## config.mk

```make
export PLATFORM = sky130hd
export DESIGN_NAME = cmdrsp_mailbox
export DESIGN_NICKNAME = d
export VERILOG_FILES = /design/src/rtl/mbx_pkg.sv /design/src/rtl/mbx_ctrl.sv /design/src/rtl/mbx_inbuf.sv /design/src/rtl/mbx_outbuf.sv /design/src/rtl/cmdrsp_mailbox.sv
export SDC_FILE = /design/constraint.sdc
export NUM_CORES = 1
export LEC_CHECK = 0
export ABC_AREA = 1
export BUFFER_PORTS_ARGS = -buffer_cell sky130_fd_sc_hd__buf_2
export CORE_ASPECT_RATIO = 1.2
export CORE_MARGIN = 2
export CORE_UTILIZATION = 50
export DETAILED_ROUTE_END_ITERATION = 16
export GPL_TIMING_DRIVEN = 0
export PLACE_DENSITY_LB_ADDON = 0.2
export SETUP_SLACK_MARGIN = 0.1
export SLEW_MARGIN = 20
export SYNTH_ARGS = -nofsm -noshare
export SYNTH_HDL_FRONTEND = slang
export SYNTH_SLANG_ARGS = --single-unit
```

## constraint.sdc

```tcl
create_clock -name clk_i -period 4.35 [get_ports clk_i]
set_input_delay 0.435 -clock clk_i [delete_from_list [all_inputs] [get_ports clk_i]]
set_output_delay 0.435 -clock clk_i [all_outputs]
set_load 0.01 [all_outputs]
```

## src/rtl/mbx_pkg.sv

```systemverilog
package mbx_pkg;
  typedef enum logic [1:0] {
    ST_IDLE = 2'd0,
    ST_CMD  = 2'd1,
    ST_WAIT = 2'd2,
    ST_RSP  = 2'd3
  } frame_st_e;

  localparam logic [7:0] CODE_START  = 8'h01;
  localparam logic [7:0] CODE_EOC    = 8'h03;
  localparam logic [7:0] CODE_CANCEL = 8'h22;

  localparam int unsigned SB_OBF  = 0;
  localparam int unsigned SB_IBF  = 1;
  localparam int unsigned SB_MARK = 2;
  localparam int unsigned SB_BUSY = 3;
  localparam int unsigned SB_RDY  = 4;
  localparam int unsigned SB_IBR  = 5;
  localparam int unsigned STAT_W  = 8;
endpackage

```

## src/rtl/mbx_ctrl.sv

```systemverilog
module mbx_ctrl
  import mbx_pkg::*;
#(
  parameter int unsigned DW = 8
) (
  input  logic          clk_i,
  input  logic          rst_ni,
  input  logic          wr_cmd_i,
  input  logic [DW-1:0] code_i,
  input  logic          ibf_i,
  input  logic          closed_i,
  input  logic          rsp_start_i,
  output frame_st_e     st_o,
  output logic          flush_o,
  output logic          abort_o,
  output logic          cmd_end_o,
  output logic          data_en_o,
  output logic          rsp_open_o,
  output logic          busy_o,
  output logic          rdy_o
);
  frame_st_e st_q;
  logic      eoc_pend_q;
  logic      abort_q;
  logic      is_start, is_eoc, is_cancel;

  assign is_start  = wr_cmd_i && (code_i == DW'(CODE_START));
  assign is_eoc    = wr_cmd_i && (code_i == DW'(CODE_EOC));
  assign is_cancel = wr_cmd_i && (code_i == DW'(CODE_CANCEL));

  assign flush_o    = is_start || is_cancel;
  assign cmd_end_o  = (st_q == ST_CMD) && eoc_pend_q && !ibf_i;
  assign data_en_o  = (st_q == ST_CMD) && !eoc_pend_q;
  assign rsp_open_o = (st_q == ST_WAIT) && rsp_start_i && !flush_o;
  assign busy_o     = (st_q == ST_WAIT) || (st_q == ST_RSP);
  assign rdy_o      = (st_q == ST_IDLE);
  assign abort_o    = abort_q;
  assign st_o       = st_q;

  always_ff @(posedge clk_i or negedge rst_ni) begin
    if (!rst_ni) begin
      st_q       <= ST_IDLE;
      eoc_pend_q <= 1'b0;
      abort_q    <= 1'b0;
    end else begin
      abort_q <= flush_o;
      if (is_cancel) begin
        st_q       <= ST_IDLE;
        eoc_pend_q <= 1'b0;
      end else if (is_start) begin
        st_q       <= ST_CMD;
        eoc_pend_q <= 1'b0;
      end else begin
        unique case (st_q)
          ST_CMD: begin
            if (cmd_end_o) begin
              st_q       <= ST_WAIT;
              eoc_pend_q <= 1'b0;
            end else if (is_eoc) begin
              eoc_pend_q <= 1'b1;
            end
          end
          ST_WAIT: if (rsp_start_i) st_q <= ST_RSP;
          ST_RSP:  if (closed_i) st_q <= ST_IDLE;
          default: ;
        endcase
      end
    end
  end


  cancel_idle_chk: assert property (@(posedge clk_i) disable iff (!rst_ni)
    is_cancel |=> (st_q == ST_IDLE) && !eoc_pend_q && abort_o);


  start_open_chk: assert property (@(posedge clk_i) disable iff (!rst_ni)
    (is_start && !is_cancel) |=> (st_q == ST_CMD) && abort_o);


  end_once_chk: assert property (@(posedge clk_i) disable iff (!rst_ni)
    cmd_end_o |=> !cmd_end_o);
endmodule

```

## src/rtl/mbx_inbuf.sv

```systemverilog
module mbx_inbuf #(
  parameter int unsigned DW = 8
) (
  input  logic          clk_i,
  input  logic          rst_ni,
  input  logic          flush_i,
  input  logic          wr_i,
  input  logic          en_i,
  input  logic [DW-1:0] wdata_i,
  input  logic          cmd_ready_i,
  output logic          ibf_o,
  output logic          cmd_valid_o,
  output logic [DW-1:0] cmd_data_o
);
  logic          ibf_q;
  logic [DW-1:0] dat_q;

  always_ff @(posedge clk_i or negedge rst_ni) begin
    if (!rst_ni) begin
      ibf_q <= 1'b0;
      dat_q <= '0;
    end else if (flush_i) begin
      ibf_q <= 1'b0;
    end else if (ibf_q) begin
      if (cmd_ready_i) ibf_q <= 1'b0;
    end else if (wr_i && en_i) begin
      ibf_q <= 1'b1;
      dat_q <= wdata_i;
    end
  end

  assign ibf_o       = ibf_q;
  assign cmd_valid_o = ibf_q;
  assign cmd_data_o  = dat_q;


  hold_byte_chk: assert property (@(posedge clk_i) disable iff (!rst_ni)
    (ibf_q && !flush_i && !cmd_ready_i) |=> ibf_q && $stable(dat_q));
endmodule

```

## src/rtl/mbx_outbuf.sv

```systemverilog
module mbx_outbuf
  import mbx_pkg::*;
#(
  parameter int unsigned DW = 8
) (
  input  logic          clk_i,
  input  logic          rst_ni,
  input  logic          flush_i,
  input  logic          rd_i,
  input  logic          open_i,
  input  logic          rsp_act_i,
  input  logic          rsp_valid_i,
  input  logic [DW-1:0] rsp_data_i,
  input  logic          rsp_end_i,
  output logic          rsp_ready_o,
  output logic          obf_o,
  output logic          mark_o,
  output logic          closed_o,
  output logic [DW-1:0] dat_o
);
  logic          obf_q, mark_q, end_pend_q, closing_q;
  logic [DW-1:0] dat_q;

  assign rsp_ready_o = rsp_act_i && !obf_q && !end_pend_q && !closing_q;
  assign closed_o    = rd_i && obf_q && closing_q;

  always_ff @(posedge clk_i or negedge rst_ni) begin
    if (!rst_ni) begin
      obf_q      <= 1'b0;
      mark_q     <= 1'b0;
      end_pend_q <= 1'b0;
      closing_q  <= 1'b0;
      dat_q      <= '0;
    end else if (flush_i) begin
      obf_q      <= 1'b0;
      mark_q     <= 1'b0;
      end_pend_q <= 1'b0;
      closing_q  <= 1'b0;
    end else begin
      if (rd_i) begin
        obf_q  <= 1'b0;
        mark_q <= 1'b0;
        if (obf_q) closing_q <= 1'b0;
      end
      if (rsp_act_i && rsp_end_i && !closing_q) end_pend_q <= 1'b1;
      if (open_i) begin
        dat_q  <= DW'(CODE_START);
        obf_q  <= 1'b1;
        mark_q <= 1'b1;
      end else if (rsp_act_i && !obf_q && !closing_q) begin
        if (rsp_valid_i && !end_pend_q) begin
          dat_q  <= rsp_data_i;
          obf_q  <= 1'b1;
          mark_q <= 1'b0;
        end else if (end_pend_q || rsp_end_i) begin
          dat_q      <= DW'(CODE_EOC);
          obf_q      <= 1'b1;
          mark_q     <= 1'b1;
          closing_q  <= 1'b1;
          end_pend_q <= 1'b0;
        end
      end
    end
  end

  assign obf_o  = obf_q;
  assign mark_o = mark_q;
  assign dat_o  = dat_q;


  obf_hold_chk: assert property (@(posedge clk_i) disable iff (!rst_ni)
    (obf_q && !rd_i && !flush_i) |=> obf_q && $stable(dat_q));


  mark_clear_chk: assert property (@(posedge clk_i) disable iff (!rst_ni)
    (rd_i && !open_i && !flush_i) |=> !mark_q || obf_q);
endmodule

```

## src/rtl/cmdrsp_mailbox.sv

```systemverilog
module cmdrsp_mailbox
  import mbx_pkg::*;
#(
  parameter int unsigned DW = 8
) (
  input  logic          clk_i,
  input  logic          rst_ni,
  input  logic          host_cs_i,
  input  logic          host_we_i,
  input  logic          host_addr_i,
  input  logic [DW-1:0] host_wdata_i,
  output logic [DW-1:0] host_rdata_o,
  output logic          cmd_valid_o,
  output logic [DW-1:0] cmd_data_o,
  input  logic          cmd_ready_i,
  output logic          cmd_end_o,
  output logic          abort_o,
  input  logic          rsp_start_i,
  input  logic          rsp_valid_i,
  input  logic [DW-1:0] rsp_data_i,
  output logic          rsp_ready_o,
  input  logic          rsp_end_i
);
  logic              wr_cmd, wr_dat, rd_dat;
  logic              flush, data_en, rsp_open, busy, rdy, ibf, obf, mark, closed;
  logic [DW-1:0]     out_dat;
  logic [STAT_W-1:0] status;
  frame_st_e         st;

  assign wr_cmd = host_cs_i && host_we_i && host_addr_i;
  assign wr_dat = host_cs_i && host_we_i && !host_addr_i;
  assign rd_dat = host_cs_i && !host_we_i && !host_addr_i;

  mbx_ctrl #(.DW(DW)) u_ctrl (
    .clk_i       (clk_i),
    .rst_ni      (rst_ni),
    .wr_cmd_i    (wr_cmd),
    .code_i      (host_wdata_i),
    .ibf_i       (ibf),
    .closed_i    (closed),
    .rsp_start_i (rsp_start_i),
    .st_o        (st),
    .flush_o     (flush),
    .abort_o     (abort_o),
    .cmd_end_o   (cmd_end_o),
    .data_en_o   (data_en),
    .rsp_open_o  (rsp_open),
    .busy_o      (busy),
    .rdy_o       (rdy)
  );

  mbx_inbuf #(.DW(DW)) u_inbuf (
    .clk_i       (clk_i),
    .rst_ni      (rst_ni),
    .flush_i     (flush),
    .wr_i        (wr_dat),
    .en_i        (data_en),
    .wdata_i     (host_wdata_i),
    .cmd_ready_i (cmd_ready_i),
    .ibf_o       (ibf),
    .cmd_valid_o (cmd_valid_o),
    .cmd_data_o  (cmd_data_o)
  );

  mbx_outbuf #(.DW(DW)) u_outbuf (
    .clk_i       (clk_i),
    .rst_ni      (rst_ni),
    .flush_i     (flush),
    .rd_i        (rd_dat),
    .open_i      (rsp_open),
    .rsp_act_i   (st == ST_RSP),
    .rsp_valid_i (rsp_valid_i),
    .rsp_data_i  (rsp_data_i),
    .rsp_end_i   (rsp_end_i),
    .rsp_ready_o (rsp_ready_o),
    .obf_o       (obf),
    .mark_o      (mark),
    .closed_o    (closed),
    .dat_o       (out_dat)
  );

  always_comb begin
    status          = '0;
    status[SB_OBF]  = obf;
    status[SB_IBF]  = ibf;
    status[SB_MARK] = mark;
    status[SB_BUSY] = busy;
    status[SB_RDY]  = rdy;
    status[SB_IBR]  = data_en;
  end

  assign host_rdata_o = host_addr_i ? DW'(status) : out_dat;


  rdy_ibr_excl_chk: assert property (@(posedge clk_i) disable iff (!rst_ni)
    !(status[SB_RDY] && status[SB_IBR]));


  end_drained_chk: assert property (@(posedge clk_i) disable iff (!rst_ni)
    cmd_end_o |-> !cmd_valid_o);


  idle_data_chk: assert property (@(posedge clk_i) disable iff (!rst_ni)
    (rdy && wr_dat && !cmd_valid_o) |=> !cmd_valid_o);
endmodule

```

==> reports/results.env, run 1 <==
STATIC-LEAKAGE-POWER_nW=1.075
CTS_TREE='done'
POST-ROUTE-WORST-SETUP-SLACK_PS=2338
FINALSETUPVIOLCOUNT=0
FIRST_GLOBAL_VIAS=1365
GRT_START_MAX_NET_PINS=26
POWERDENSITY_nW_PER_UM2=472.7
FP-ROW-COUNT=22
UNREPAIRED_SETUP_ENDPOINTS_AFTER_GLOBAL_ROUTING='false'
TRITONCTS.NUM_BUFFERS=3
FLOORPLAN.DIE_AREA_SQ_UM=3652
TIMING.CRITICAL_PATH.REQUIRED_PS=3910
LAYOUT_UTILIZATION=0.6147
PATH_CLK_SLEW_PS=130
CLOCKROOTBUFFER='sky130_fd_sc_hd__clkbuf_4'
PLACE.DETAILED.HPWL_UM=2646
CRIT_END='rsp_ready_o'
NUM_IO_PINS=45
CLOCK_SKEW_PS=5.794
SYNTH.LIB_CELLS_USED.DISTINCT=27
LAYOUT-DRIVE-GT1-SHARE=0.3015
DIE_WIDTH_UM=55.50
CTS_RESIZED=0
SYNTH-SEQ-CELLS=25
STATUS='finished, final reports clean'
NUMCLOCKSINKS=25
CRITICALPATHCATEGORY='reg2out'
DETAIL-ROUTE-ANTENNA-NETS=0
WORST-PATH-MAX-FANOUT=5
HEIGHT_OF_THE_CHIP_UM=65.80
PERIOD_MINUS_SLACK_PS=2012
HTREEDEPTH=1
WORST_IR_DROP_VDD_V=0.0002807
WORSTSETUPSTARTPOINT='u_ctrl.st_o[0]'
PORT-BUFFER-COUNT=43
SYNTH_AREA_PER_CELL_SQ_UM=7.402
HOLD_VIOL_FINAL=0
CTSHOLDBUFFERS=0
FINISH.NET_COUNT=293
FINALHOLDWORSTSLACK_PS=84.81
MULTIINPUTGATEAREA_SQ_UM=797.0
WORST-ENDPOINT-ARRIVAL_PS=1580
MIN_PATH_TYPE='in2async'
GRT-OVFL-TOTAL=0
DRT_ITER0_DRC=33
SYN-INSTANCE-COUNT=215
SYNTH-SEQ-AREA-SHARE=0.3931
ANTENNA_FOUND_INITIAL=0
SETUP-TNS-FINAL_PS=0
R2R-END='u_outbuf.dat_o[5]'
ACHIEVABLE-FREQUENCY_GHz=0.4970
STARTPOINT_TYPE='register'
VIAS_PER_CELL=4.842
CLOCK_LATENCY_AT_THE_LATER_PIN_OF_THE_WORST_SKEW_PAIR_PS=310
ROUTEDWLPERCELL_UM=10.92
GRT_FIRST_PASS_WIRELENGTH_UM=5782
FLOW.AREA_GROWTH_FROM_SYNTHESIS_PCT=18.00
SLACK_OF_THE_WORST_REG_TO_REG_PATH_PS=2680
CAP_VIOLATIONS=0
WORSTREGTOREGCELLS=9
SLEW_VIOLATIONS=0
WORSTMARGINPINSLEW_PS=557.2
INITIAL_UTILIZATION=0.5209
SYNTHESIS.YOSYS.WARNINGS=0
GLOBALROUTETOTALUTIL=0.2024
FINAL.PERIOD_UTILIZATION=0.4625
NUM-FILL-CELLS=279
CORE_SQ_UM=3055
WORST_R2R_STARTPOINT='u_ctrl.st_o[0]'
ROUTE.VIAS.TOTAL=1443
DRT_DRC_VIOLATIONS_LEFT=0
SYNTH.CELL_AREA_SQ_UM=1592
CRITICAL_PATH_ENDPOINT_CATEGORY='output port'
FF_LATCH_AREA_SQ_UM=625.6
CLOCK_TREE.BUFFER_DEPTH=2
SYNTHESIS.NETS=245
GP_CONGESTION=0.7706
SLEW-LIMIT-HEADROOM=0.6285
ROUTED_WL_UM=3254
ANTENNA-DIODE-COUNT=0
POST_CTS_SETUP_BUFFER_COUNT=0
PLACE_WS_PS=2685
DRT_FIRST_PASS_ITERS=4
state kept, by name (all words and copies together) (netlist names):
register and cells:
u_ctrl.abort_o 1, u_ctrl.eoc_pend_q 1, u_ctrl.st_o 2, u_inbuf.cmd_data_o 8, u_inbuf.cmd_valid_o 1, u_outbuf.closing_q 1
u_outbuf.dat_o 8, u_outbuf.end_pend_q 1, u_outbuf.mark_o 1, u_outbuf.obf_o 1
cells by family after synthesis:
kind of cell / Yosys count / synth area share
AND/OR/NAND/NOR: 122 / 0.3844
flip-flops: 25 / 0.3931
buffers and inverters: 40 / 0.1061
adder cells (fa/ha/maj): 5 / 0.03931
AO/OA/AOI/OAI: 23 / 0.07705
layout by cell type (no fill, tap or decap), types with 2 or more instances in the layout:
| cell type | synthesis | layout |
|---|---|---|
| sky130_fd_sc_hd__a21oi_1 | 7 | 7 |
| sky130_fd_sc_hd__buf_2 | 1 | 44 |
| sky130_fd_sc_hd__clkbuf_4 | 0 | 3 |
| sky130_fd_sc_hd__dfrtp_1 | 25 | 25 |
| sky130_fd_sc_hd__ha_1 | 5 | 5 |
| sky130_fd_sc_hd__inv_1 | 28 | 28 |
| sky130_fd_sc_hd__inv_2 | 8 | 8 |
| sky130_fd_sc_hd__inv_6 | 2 | 2 |
| sky130_fd_sc_hd__nand2_1 | 57 | 57 |
| sky130_fd_sc_hd__nand2_2 | 8 | 8 |
| sky130_fd_sc_hd__nand2_8 | 2 | 2 |
| sky130_fd_sc_hd__nand3_1 | 14 | 14 |
| sky130_fd_sc_hd__nand3_2 | 2 | 2 |
| sky130_fd_sc_hd__nand3_4 | 2 | 2 |
| sky130_fd_sc_hd__nor2_1 | 29 | 29 |
| sky130_fd_sc_hd__nor2_2 | 2 | 2 |
| sky130_fd_sc_hd__o21ai_0 | 4 | 4 |
| sky130_fd_sc_hd__o21ai_1 | 9 | 9 |
per-stage QoR:
step	instances	instance area, sq um	total power (W)
after floorplan	215	1592	0.0006684
after global placement	294	1852	0.0007833
after detailed placement	294	1852	0.0007963
after CTS	298	1878	0.0009020
after global routing	298	1878	0.0009803
final	298	1878	0.0008877
final cells by class:
type / instances / area share
inverter: 38 / 0.08128
tap: 36 / 0.02398
timing repair buffer: 43 / 0.1146
buffer: 2 / 0.008661
multi-input combinational: 150 / 0.4244
sequential: 25 / 0.3331
clock buffer: 4 / 0.01399
cell usage after synthesis:
cell | count | area share
sky130_fd_sc_hd__inv_6 | 2 | 0.011
sky130_fd_sc_hd__inv_2 | 8 | 0.019
sky130_fd_sc_hd__nand3_4 | 2 | 0.022
sky130_fd_sc_hd__ha_1 | 5 | 0.039
sky130_fd_sc_hd__nand2_2 | 8 | 0.031
sky130_fd_sc_hd__a211oi_1 | 1 | 0.0047
sky130_fd_sc_hd__nand2_8 | 2 | 0.025
sky130_fd_sc_hd__a21oi_1 | 7 | 0.022
sky130_fd_sc_hd__o21ai_1 | 9 | 0.028
sky130_fd_sc_hd__a21oi_2 | 1 | 0.0055
sky130_fd_sc_hd__nand2_1 | 57 | 0.13
sky130_fd_sc_hd__nor2_4 | 1 | 0.0071
sky130_fd_sc_hd__buf_6 | 1 | 0.0071
sky130_fd_sc_hd__nand4_1 | 1 | 0.0039
sky130_fd_sc_hd__nor2_8 | 1 | 0.013
sky130_fd_sc_hd__a31oi_1 | 1 | 0.0039
sky130_fd_sc_hd__nand3_1 | 14 | 0.044
sky130_fd_sc_hd__nor3b_2 | 1 | 0.0079
sky130_fd_sc_hd__or2_2 | 1 | 0.0039
sky130_fd_sc_hd__o21ai_0 | 4 | 0.013
sky130_fd_sc_hd__nand3_2 | 2 | 0.013
sky130_fd_sc_hd__nor2_2 | 2 | 0.0079
sky130_fd_sc_hd__nor2_1 | 29 | 0.068
sky130_fd_sc_hd__nor3_1 | 1 | 0.0031
sky130_fd_sc_hd__dfrtp_1 | 25 | 0.39
sky130_fd_sc_hd__buf_2 | 1 | 0.0031
sky130_fd_sc_hd__inv_1 | 28 | 0.066
where the power goes:
part | internal, W | leakage (nW) | switching (W)
clock | 0.0000358 | 0.0150 | 0.0000664
combinational | 0.000166 | 0.741 | 0.000249
sequential | 0.000314 | 0.320 | 0.0000569
total | 0.000516 | 1.08 | 0.000372
per-layer routing:
layer	routed length (um)	vias to the layer above	share of wire	GRT usage
li1	-	759	-	-
met1	1367	643	0.42	0.2419
met2	1688	37	0.52	0.3676
met3	138	4	0.042	0.02544
met4	60	0	0.018	0.08232
met5	0	-	0	0
worst max-delay path, cell delays in order (launching register included):
cell and delay, ps:
sky130_fd_sc_hd__dfrtp_1 460, sky130_fd_sc_hd__ha_1 260, sky130_fd_sc_hd__nand2_1 110, sky130_fd_sc_hd__nor2_2 140
sky130_fd_sc_hd__inv_1 70, sky130_fd_sc_hd__nor2_1 80, sky130_fd_sc_hd__buf_2 130
worst min-delay path by stage:
| stage | startpoint | endpoint |
|---|---|---|
| 6_report | rst_ni | u_inbuf.cmd_data_o[5] |
| 2_1_floorplan | rst_ni | u_ctrl.abort_o |
| 3_3_place_gp | rst_ni | u_inbuf.cmd_data_o[5] |
| 3_5_place_dp | rst_ni | u_inbuf.cmd_data_o[1] |
| 4_1_cts | rst_ni | u_inbuf.cmd_data_o[1] |
| 5_1_grt | rst_ni | u_inbuf.cmd_data_o[1] |
Note: power is estimated with default switching activity, not from simulation.
==> inputs of run 2 (changes only) <==
==> constraint.sdc (replaced) <==
create_clock -name clk_i -period 2 [get_ports clk_i]
set_input_delay 0.2 -clock clk_i [delete_from_list [all_inputs] [get_ports clk_i]]
set_output_delay 0.2 -clock clk_i [all_outputs]
set_load 0.01 [all_outputs]
==> run 2 against run 1 <==
  * Die area unchanged
  * Via count rose by 0.49%
  * Total power rose by 120%
  * Worst setup slack got worse by 2100 ps
  * Clock-buffer cell count unchanged
  * Critical endpoint unchanged
  * Sequential power is 120% higher
  * Clock power is 120% higher
  * Cell count rose by 0.67%
  * Sequential share of layout area fell by 0.31 points
  * Wire length increased by 0.40%
  * Clock skew about the same
  * Worst hold slack better by 35 ps
==> reports/results.env, run 2 (synthesis results as in run 1) <==
CRIT_PATH_CELL_TRACE='ha_1, nand2_1, nor2_2, inv_1, nor2_1, buf_2'  # unchanged
PLACE.DETAILED.HPWL_UM=2646  # unchanged
FP-ROW-COUNT=22  # unchanged
MIN_PATH_TYPE='in2reg'  # was in2async
STATUS='finished, final reports clean'  # unchanged
ROUTE.VIAS.TOTAL=1450  # was 1443
CRITICAL-PATH-MAX-STAGE-DELAY_PS=440  # was 460 ps
TOP_USAGE_LAYER='met2'  # unchanged
GRT-OVFL-TOTAL=0  # unchanged
CRITICAL_PATH_ENDPOINT_CATEGORY='output port'  # unchanged
NUMCLOCKSINKS=25  # unchanged
FIRST_GLOBAL_VIAS=1362  # was 1365
POWERDENSITY_nW_PER_UM2=1025  # was 472.7 nW/um^2
CRIT_CELLS=6  # unchanged
SLEW-LIMIT-HEADROOM=0.6304  # was 0.6285
GRT_START_MAX_NET_PINS=26  # unchanged
CORE_SQ_UM=3055  # unchanged
PORT-BUFFER-COUNT=43  # unchanged
LAYOUT-DRIVE-GT1-SHARE=0.3106  # was 0.3015
CTS_TREE='done'  # unchanged
ROUTED_WL_UM=3267  # was 3254 um
GRT_FIRST_PASS_WIRELENGTH_UM=5768  # was 5782 um
WORST-PATH-MAX-FANOUT=5  # unchanged
CRITPATHTOPFAMILY='flip-flops'  # unchanged
HTREEDEPTH=1  # unchanged
STATIC-LEAKAGE-POWER_nW=1.082  # was 1.075 nW
FINISH.NET_COUNT=295  # was 293
WORSTREGTOREGCELLS=9  # unchanged
LAYOUT_COMMONEST_CELL='sky130_fd_sc_hd__nand2_1'  # unchanged
HOLD_VIOL_FINAL=0  # unchanged
ACHIEVABLE-FREQUENCY_GHz=0.5728
TRITONCTS.NUM_BUFFERS=3  # unchanged
DETAIL-ROUTE-ANTENNA-NETS=0  # unchanged
FINALSETUPVIOLCOUNT=0  # unchanged
DRT_DRC_VIOLATIONS_LEFT=0  # unchanged
ANTENNA_FOUND_INITIAL=0  # unchanged
POST-ROUTE-WORST-SETUP-SLACK_PS=254.3  # was 2338 ps
CAP_VIOLATIONS=0  # unchanged
HEIGHT_OF_THE_CHIP_UM=65.80  # unchanged
FLOORPLAN.DIE_AREA_SQ_UM=3652  # unchanged
FINAL.PERIOD_UTILIZATION=0.8729
NUM-FILL-CELLS=276  # was 279
CLOCK_TREE.BUFFER_DEPTH=2  # unchanged
PLACE_WS_PS=354.3  # was 2685 ps
SETUP-TNS-FINAL_PS=0  # unchanged
ANTENNA-DIODE-COUNT=0  # unchanged
CRITPATHBUFINV=2  # unchanged
CRITICALPATHCATEGORY='reg2out'  # unchanged
DRT_FIRST_PASS_ITERS=4  # unchanged
SLOWEST_STAGE='sky130_fd_sc_hd__dfrtp_1'  # unchanged
STARTPOINT_TYPE='register'  # unchanged
SLEW_VIOLATIONS=0  # unchanged
POST-ROUTE-CELL-AREA_SQ_UM=1899  # was 1878 sq um
UNREPAIRED_SETUP_ENDPOINTS_AFTER_GLOBAL_ROUTING='false'  # unchanged
DIE_WIDTH_UM=55.50  # unchanged
INITIAL_UTILIZATION=0.5209  # unchanged
CLOCKROOTBUFFER='sky130_fd_sc_hd__clkbuf_4'  # unchanged
FLOW.AREA_GROWTH_FROM_SYNTHESIS_PCT=19.34  # was 18.00%
DPL-INSTANCE-AREA_SQ_UM=1852  # unchanged
NUM_IO_PINS=45  # unchanged
PATH_CLK_SLEW_PS=130  # about the same
WORST_IR_DROP_VDD_V=0.0006617  # was 0.0002807 V
MOST-COMMON-LAYOUT-CELLS='sky130_fd_sc_hd__nand2_1, sky130_fd_sc_hd__buf_2, sky130_fd_sc_hd__inv_1, sky130_fd_sc_hd__nor2_1, sky130_fd_sc_hd__dfrtp_1'  # was sky130_fd_sc_hd__nand2_1, sky130_fd_sc_hd__buf_2, sky130_fd_sc_hd__nor2_1, sky130_fd_sc_hd__inv_1, sky130_fd_sc_hd__dfrtp_1
CLOCK_LATENCY_AT_THE_LATER_PIN_OF_THE_WORST_SKEW_PAIR_PS=310  # about the same
ROUTEDWLPERCELL_UM=10.89  # was 10.92 um
GLOBAL_ROUTE.USAGE.MET1=0.2419  # unchanged
PERIOD_MINUS_SLACK_PS=1746
GP_CONGESTION=0.7706  # unchanged
WORST-ENDPOINT-ARRIVAL_PS=1550  # was 1580 ps
VIAS_PER_CELL=4.833  # was 4.842
GLOBALROUTETOTALUTIL=0.2019  # was 0.2024
GLOBAL_ROUTE.USAGE.MET3=0.02544  # unchanged
TIMING.CRITICAL_PATH.REQUIRED_PS=1800  # was 3910 ps
GRTUSAGEMET2=0.3661  # was 0.3676
WORSTMARGINPINSLEW_PS=554.4  # was 557.2 ps
CLOCK_SKEW_PS=5.510  # was 5.794 ps
DRT_ITER0_DRC=33  # unchanged
HOLD_DEPTH=4
SLACK_OF_THE_WORST_REG_TO_REG_PATH_PS=330  # was 2680 ps
-- run 2: cell types whose count changed in the layout (fill, tap and decap cells not counted) --
cell / before / now
sky130_fd_sc_hd__nor2_2: 2 / 3
sky130_fd_sc_hd__dfrtp_1: 25 / 24
sky130_fd_sc_hd__dfrtp_2: 0 / 1
sky130_fd_sc_hd__dlygate4sd3_1: 0 / 1
sky130_fd_sc_hd__buf_4: 0 / 1
sky130_fd_sc_hd__nor2_1: 29 / 28
-- run 2: final timing paths --
| path | start | endpoint |
|---|---|---|
| min in group asynchronous | rst_ni | u_inbuf.cmd_data_o[5] |
| max reg2reg | u_ctrl.st_o[1] | u_outbuf.dat_o[5] |
| max | u_ctrl.st_o[1] | rsp_ready_o |
| min reg2reg | u_inbuf.cmd_data_o[4] | u_inbuf.cmd_data_o[4] |
| min | cmd_ready_i | u_inbuf.cmd_valid_o |
| max in group asynchronous | rst_ni | u_ctrl.st_o[0] |
-- run 2: power by group --
group	internal, W	total (W)	leakage, nW	switching, W
Clock	0.0000779	0.000222	0.0150	0.000144
Sequential	0.000685	0.000808	0.318	0.000123
Combinational	0.000372	0.000917	0.749	0.000545
-- run 2: layer usage --
layer / routed length, um / share of wire / up-vias
met5: 0 / 0 / -
met4: 60 / 0.018 / 0
met3: 138 / 0.042 / 4
met2: 1681 / 0.51 / 37
met1: 1387 / 0.42 / 647
li1: - / - / 762
-- run 2: layout make-up --
type | count | area (sq um) | area share
Buffer | 2 | 16.27 | 0.008564
Clock buffer | 4 | 26.28 | 0.01383
Inverter | 38 | 152.6 | 0.08037
Multi-Input combinational cell | 150 | 799.5 | 0.4209
Sequential cell | 25 | 626.9 | 0.3300
Tap cell | 36 | 45.04 | 0.02372
Timing Repair Buffer | 45 | 232.7 | 0.1225
-- run 2: metrics by stage --
| step | hold slack [ps] | power [W] | utilization | std cells |
|---|---|---|---|---|
| floorplan | -95.59 | 0.001454 | - | 215 |
| global placement | 221.8 | 0.001704 | 0.6061 | 294 |
| detailed placement | 227.3 | 0.001732 | 0.6061 | 294 |
| CTS | 110.5 | 0.001963 | 0.6179 | 299 |
| global route | 99.66 | 0.002151 | 0.6216 | 300 |
| finish | 120.2 | 0.001946 | 0.6216 | 300 |
-- run 2: worst register-to-register path: stages, from the launching register on --
cell and delay [ps]:
sky130_fd_sc_hd__dfrtp_1 450, sky130_fd_sc_hd__buf_4 150, sky130_fd_sc_hd__ha_1 210, sky130_fd_sc_hd__nand2_1 140, sky130_fd_sc_hd__inv_1 110, sky130_fd_sc_hd__a21oi_2 230
sky130_fd_sc_hd__inv_2 100, sky130_fd_sc_hd__nand2_8 120, sky130_fd_sc_hd__nand2_2 60, sky130_fd_sc_hd__nand2_1 60
-- run 2: what timing repair did --
action	4_1_cts	5_1_grt
setup buffers	0	1
endpoints found under the setup margin	0	2
hold buffers	1	0
resized for setup	0	2
endpoints found under the hold margin	25	0
==> inputs of run 3 (changes only) <==
--- a/config.mk
+++ b/config.mk
@@ -9,10 +9,11 @@
 export BUFFER_PORTS_ARGS = -buffer_cell sky130_fd_sc_hd__buf_2
 export CORE_ASPECT_RATIO = 1.2
 export CORE_MARGIN = 2
-export CORE_UTILIZATION = 50
+export CORE_UTILIZATION = 47
 export DETAILED_ROUTE_END_ITERATION = 16
 export GPL_TIMING_DRIVEN = 0
-export PLACE_DENSITY_LB_ADDON = 0.2
+export PLACE_DENSITY = 0.73
+export RECOVER_POWER = 50
 export SETUP_SLACK_MARGIN = 0.1
 export SLEW_MARGIN = 20
 export SYNTH_ARGS = -nofsm -noshare
==> constraint.sdc (replaced) <==
create_clock -name clk_i -period 1.5 [get_ports clk_i]
set_input_delay 0.15 -clock clk_i [delete_from_list [all_inputs] [get_ports clk_i]]
set_output_delay 0.15 -clock clk_i [all_outputs]
set_load 0.01 [all_outputs]
==> run 3 against run 2 <==
  * Sequential power up 37%
  * The flow now finishes with violations (negative setup slack)
  * Critical path depth down 1
  * Largest cell class unchanged
  * Worst hold slack worse by 2.2 ps
  * Largest power group unchanged
==> reports/results.env, run 3 (synthesis results as in run 1) <==
NET-SWITCHING-POWER_W=0.001293  # was 0.0008117 W
STARTPOINT_TYPE='register'  # unchanged
POWER.INTERNAL_W=0.001808  # was 0.001135 W
GP_CONGESTION=0.8164  # was 0.7706
CLOCK_TREE.BUFFER_DEPTH=2  # unchanged
FINALHOLDWORSTSLACK_PS=118.1  # was 120.2 ps
VIAS_PER_CELL=4.914  # was 4.833
DRT_FIRST_PASS_ITERS=4  # unchanged
UNREPAIRED_SETUP_ENDPOINTS_AFTER_GLOBAL_ROUTING='true'  # was false
GLOBALROUTETOTALUTIL=0.2070  # was 0.2019
POST-ROUTE-WORST-SETUP-SLACK_PS=-22.42  # was 254.3 ps
CRITICAL_PATH_ENDPOINT_CATEGORY='output port'  # unchanged
MULTIINPUTGATEAREA_SQ_UM=923.4  # was 799.5 sq um
DIE_WIDTH_UM=57.12  # was 55.50 um
WORST_IR_DROP_VDD_V=0.0008403  # was 0.0006617 V
NUMCLOCKSINKS=25  # unchanged
CAP_VIOLATIONS=0  # unchanged
FINAL.PERIOD_UTILIZATION=1.015
POWERDENSITY_nW_PER_UM2=1432  # was 1025 nW/um^2
GRT-OVFL-TOTAL=0  # unchanged
CRITICALPATHCATEGORY='reg2out'  # unchanged
TRITONCTS.NUM_BUFFERS=3  # unchanged
PLACE_WS_PS=-130.5  # was 354.3 ps
COMBINATIONAL_SHARE_OF_POWER=0.512  # was 0.471
STATUS='complete, but fails checks'  # was finished, final reports clean
CLOCK_SKEW_PS=6.515  # was 5.510 ps
VIOLATIONS='negative setup slack'
NUM_IO_PINS=45  # unchanged
DETAIL-ROUTE-ANTENNA-NETS=0  # unchanged
CRITICAL-PATH-MAX-STAGE-DELAY_PS=450  # was 440 ps
PATH_CLK_SLEW_PS=90  # was 130 ps
ANTENNA-DIODE-COUNT=0  # unchanged
POWER_W=0.003101  # was 0.001946 W
POWER.SHARE.CLOCK=0.130  # was 0.114
ROUTED_WL_UM=3767  # was 3267 um
TIMING.CRITICAL_PATH.REQUIRED_PS=1350  # was 1800 ps
SLOWEST_STAGE='sky130_fd_sc_hd__dfrtp_2'  # was sky130_fd_sc_hd__dfrtp_1
CRITPATHBUFINV=2  # unchanged
DRT_ITER0_DRC=34  # was 33
MOST-COMMON-LAYOUT-CELLS='sky130_fd_sc_hd__nand2_1, sky130_fd_sc_hd__buf_2, sky130_fd_sc_hd__nor2_1, sky130_fd_sc_hd__dfrtp_1, sky130_fd_sc_hd__inv_1'  # was sky130_fd_sc_hd__nand2_1, sky130_fd_sc_hd__buf_2, sky130_fd_sc_hd__inv_1, sky130_fd_sc_hd__nor2_1, sky130_fd_sc_hd__dfrtp_1
LAYOUT-DRIVE-GT1-SHARE=0.4167  # was 0.3106
FLOORPLAN.DIE_AREA_SQ_UM=3870  # was 3652 sq um
HEIGHT_OF_THE_CHIP_UM=67.75  # was 65.80 um
STDCELL_COUNT=313  # was 300
PWR-SHARE-SEQ=0.358  # was 0.415
WORST-PATH-MAX-FANOUT=5  # unchanged
SLEW_VIOLATIONS=0  # unchanged
ROUTE.VIAS.TOTAL=1538  # was 1450
CRIT_PATH_CELL_TRACE='inv_2, ha_2, o21ai_2, nand2_1, buf_2'  # was ha_1, nand2_1, nor2_2, inv_1, nor2_1, buf_2
ROUTEDWLPERCELL_UM=12.04  # was 10.89 um
NUM-FILL-CELLS=292  # was 276
CORE_SQ_UM=3281  # was 3055 sq um
CLOCKROOTBUFFER='sky130_fd_sc_hd__clkbuf_8'  # was sky130_fd_sc_hd__clkbuf_4
INITIAL_UTILIZATION=0.4851  # was 0.5209
PLACE.DETAILED.HPWL_UM=2668  # was 2646 um
HTREEDEPTH=1  # unchanged
DRT_DRC_VIOLATIONS_LEFT=0  # unchanged
LAYOUT_COMMONEST_CELL='sky130_fd_sc_hd__nand2_1'  # unchanged
FLOW.AREA_GROWTH_FROM_SYNTHESIS_PCT=36.09  # was 19.34%
CLOCK_LATENCY_AT_THE_LATER_PIN_OF_THE_WORST_SKEW_PAIR_PS=270  # was 310 ps
CTS_TREE='done'  # unchanged
PORT-BUFFER-COUNT=43  # unchanged
WORST-ENDPOINT-ARRIVAL_PS=1370  # was 1550 ps
HOLD_VIOL_FINAL=0  # unchanged
FINALSETUPVIOLCOUNT=2  # was 0
GRT_START_MAX_NET_PINS=26  # unchanged
STATIC-LEAKAGE-POWER_nW=1.179  # was 1.082 nW
PERIOD_MINUS_SLACK_PS=1522
FP-ROW-COUNT=23  # was 22
FINISH.NET_COUNT=307  # was 295
ANTENNA_FOUND_INITIAL=0  # unchanged
MIN_PATH_TYPE='in2reg'  # unchanged
PLACEDCELLCOUNT=295  # was 294
GRT_FIRST_PASS_WIRELENGTH_UM=6154  # was 5768 um
WORSTMARGINPINSLEW_PS=655.6  # was 554.4 ps
FIRST_GLOBAL_VIAS=1477  # was 1362
FF_LATCH_AREA_SQ_UM=628.1  # was 626.9 sq um
POWER.SHARE.SWITCHING=0.4169  # was 0.4171
SLEW-LIMIT-HEADROOM=0.5629  # was 0.6304
ACHIEVABLE-FREQUENCY_GHz=0.6568
CRITPATHTOPFAMILY='flip-flops'  # unchanged
run 3: worst reg2reg max path, cell delays in order (launching register included):
cell and delay, ps:
sky130_fd_sc_hd__dfrtp_2 470, sky130_fd_sc_hd__ha_4 210, sky130_fd_sc_hd__nand2_4 70, sky130_fd_sc_hd__nor2_4 40, sky130_fd_sc_hd__buf_6 120, sky130_fd_sc_hd__a21oi_4 230
sky130_fd_sc_hd__inv_2 100, sky130_fd_sc_hd__nand2_8 100, sky130_fd_sc_hd__nand2_2 50, sky130_fd_sc_hd__nand2_1 60
run 3: final timing paths:
kind	depth (start not counted)	slack (ps)	start	end
worst max-delay path	5	-20	u_ctrl.st_o[0]	host_rdata_o[3]
worst min-delay path	3	120	host_wdata_i[2]	u_inbuf.cmd_data_o[2]
worst max register to register	9	10	u_ctrl.st_o[0]	u_outbuf.dat_o[3]
worst min register to register	2	480	u_outbuf.dat_o[4]	u_outbuf.dat_o[4]
max in group asynchronous	2	610	rst_ni	u_ctrl.st_o[0]
min in group asynchronous	2	430	rst_ni	u_inbuf.cmd_data_o[5]
run 3: power by group through the flow:
stage / Clock [W] / Combinational, W / Sequential, W
floorplan: 0 / 0.000875 / 0.00110
global placement: 0 / 0.00124 / 0.00108
detailed placement: 0 / 0.00125 / 0.00109
CTS: 0.000410 / 0.00150 / 0.00111
global route: 0.000434 / 0.00177 / 0.00114
finish: 0.000404 / 0.00159 / 0.00111
run 3: through the flow:
step	util	cell area [sq um]	TNS, ps
2_1_floorplan	-	1607	0
3_3_place_gp	0.5694	1868	-1303
3_5_place_dp	0.5694	1868	-1810
4_1_cts	0.6285	2062	-0.6545
5_1_grt	0.6602	2166	-960.0
6_report	0.6602	2166	-31.03
run 3: cell type report:
type / count / share of cell area
Multi-Input combinational cell: 151 / 0.4263
Sequential cell: 25 / 0.2900
Inverter: 38 / 0.07279
Tap cell: 37 / 0.02137
Buffer: 2 / 0.01040
Timing Repair Buffer: 56 / 0.1583
Clock buffer: 4 / 0.02080
run 3: metal layers:
metal | global-route usage | part of all wire
met3 | 0.02874 | 0.051
met4 | 0.07849 | 0.023
met5 | 0 | 0
met2 | 0.3865 | 0.50
met1 | 0.2389 | 0.42
run 3: what timing repair did:
action,CTS,global route
buffers inserted,6,5
pin swaps,19,10
endpoints found under the setup margin,27,27
gates resized for setup,27,19
cloned,1,1
hold buffers,1,0
hold endpoints to repair,25,0
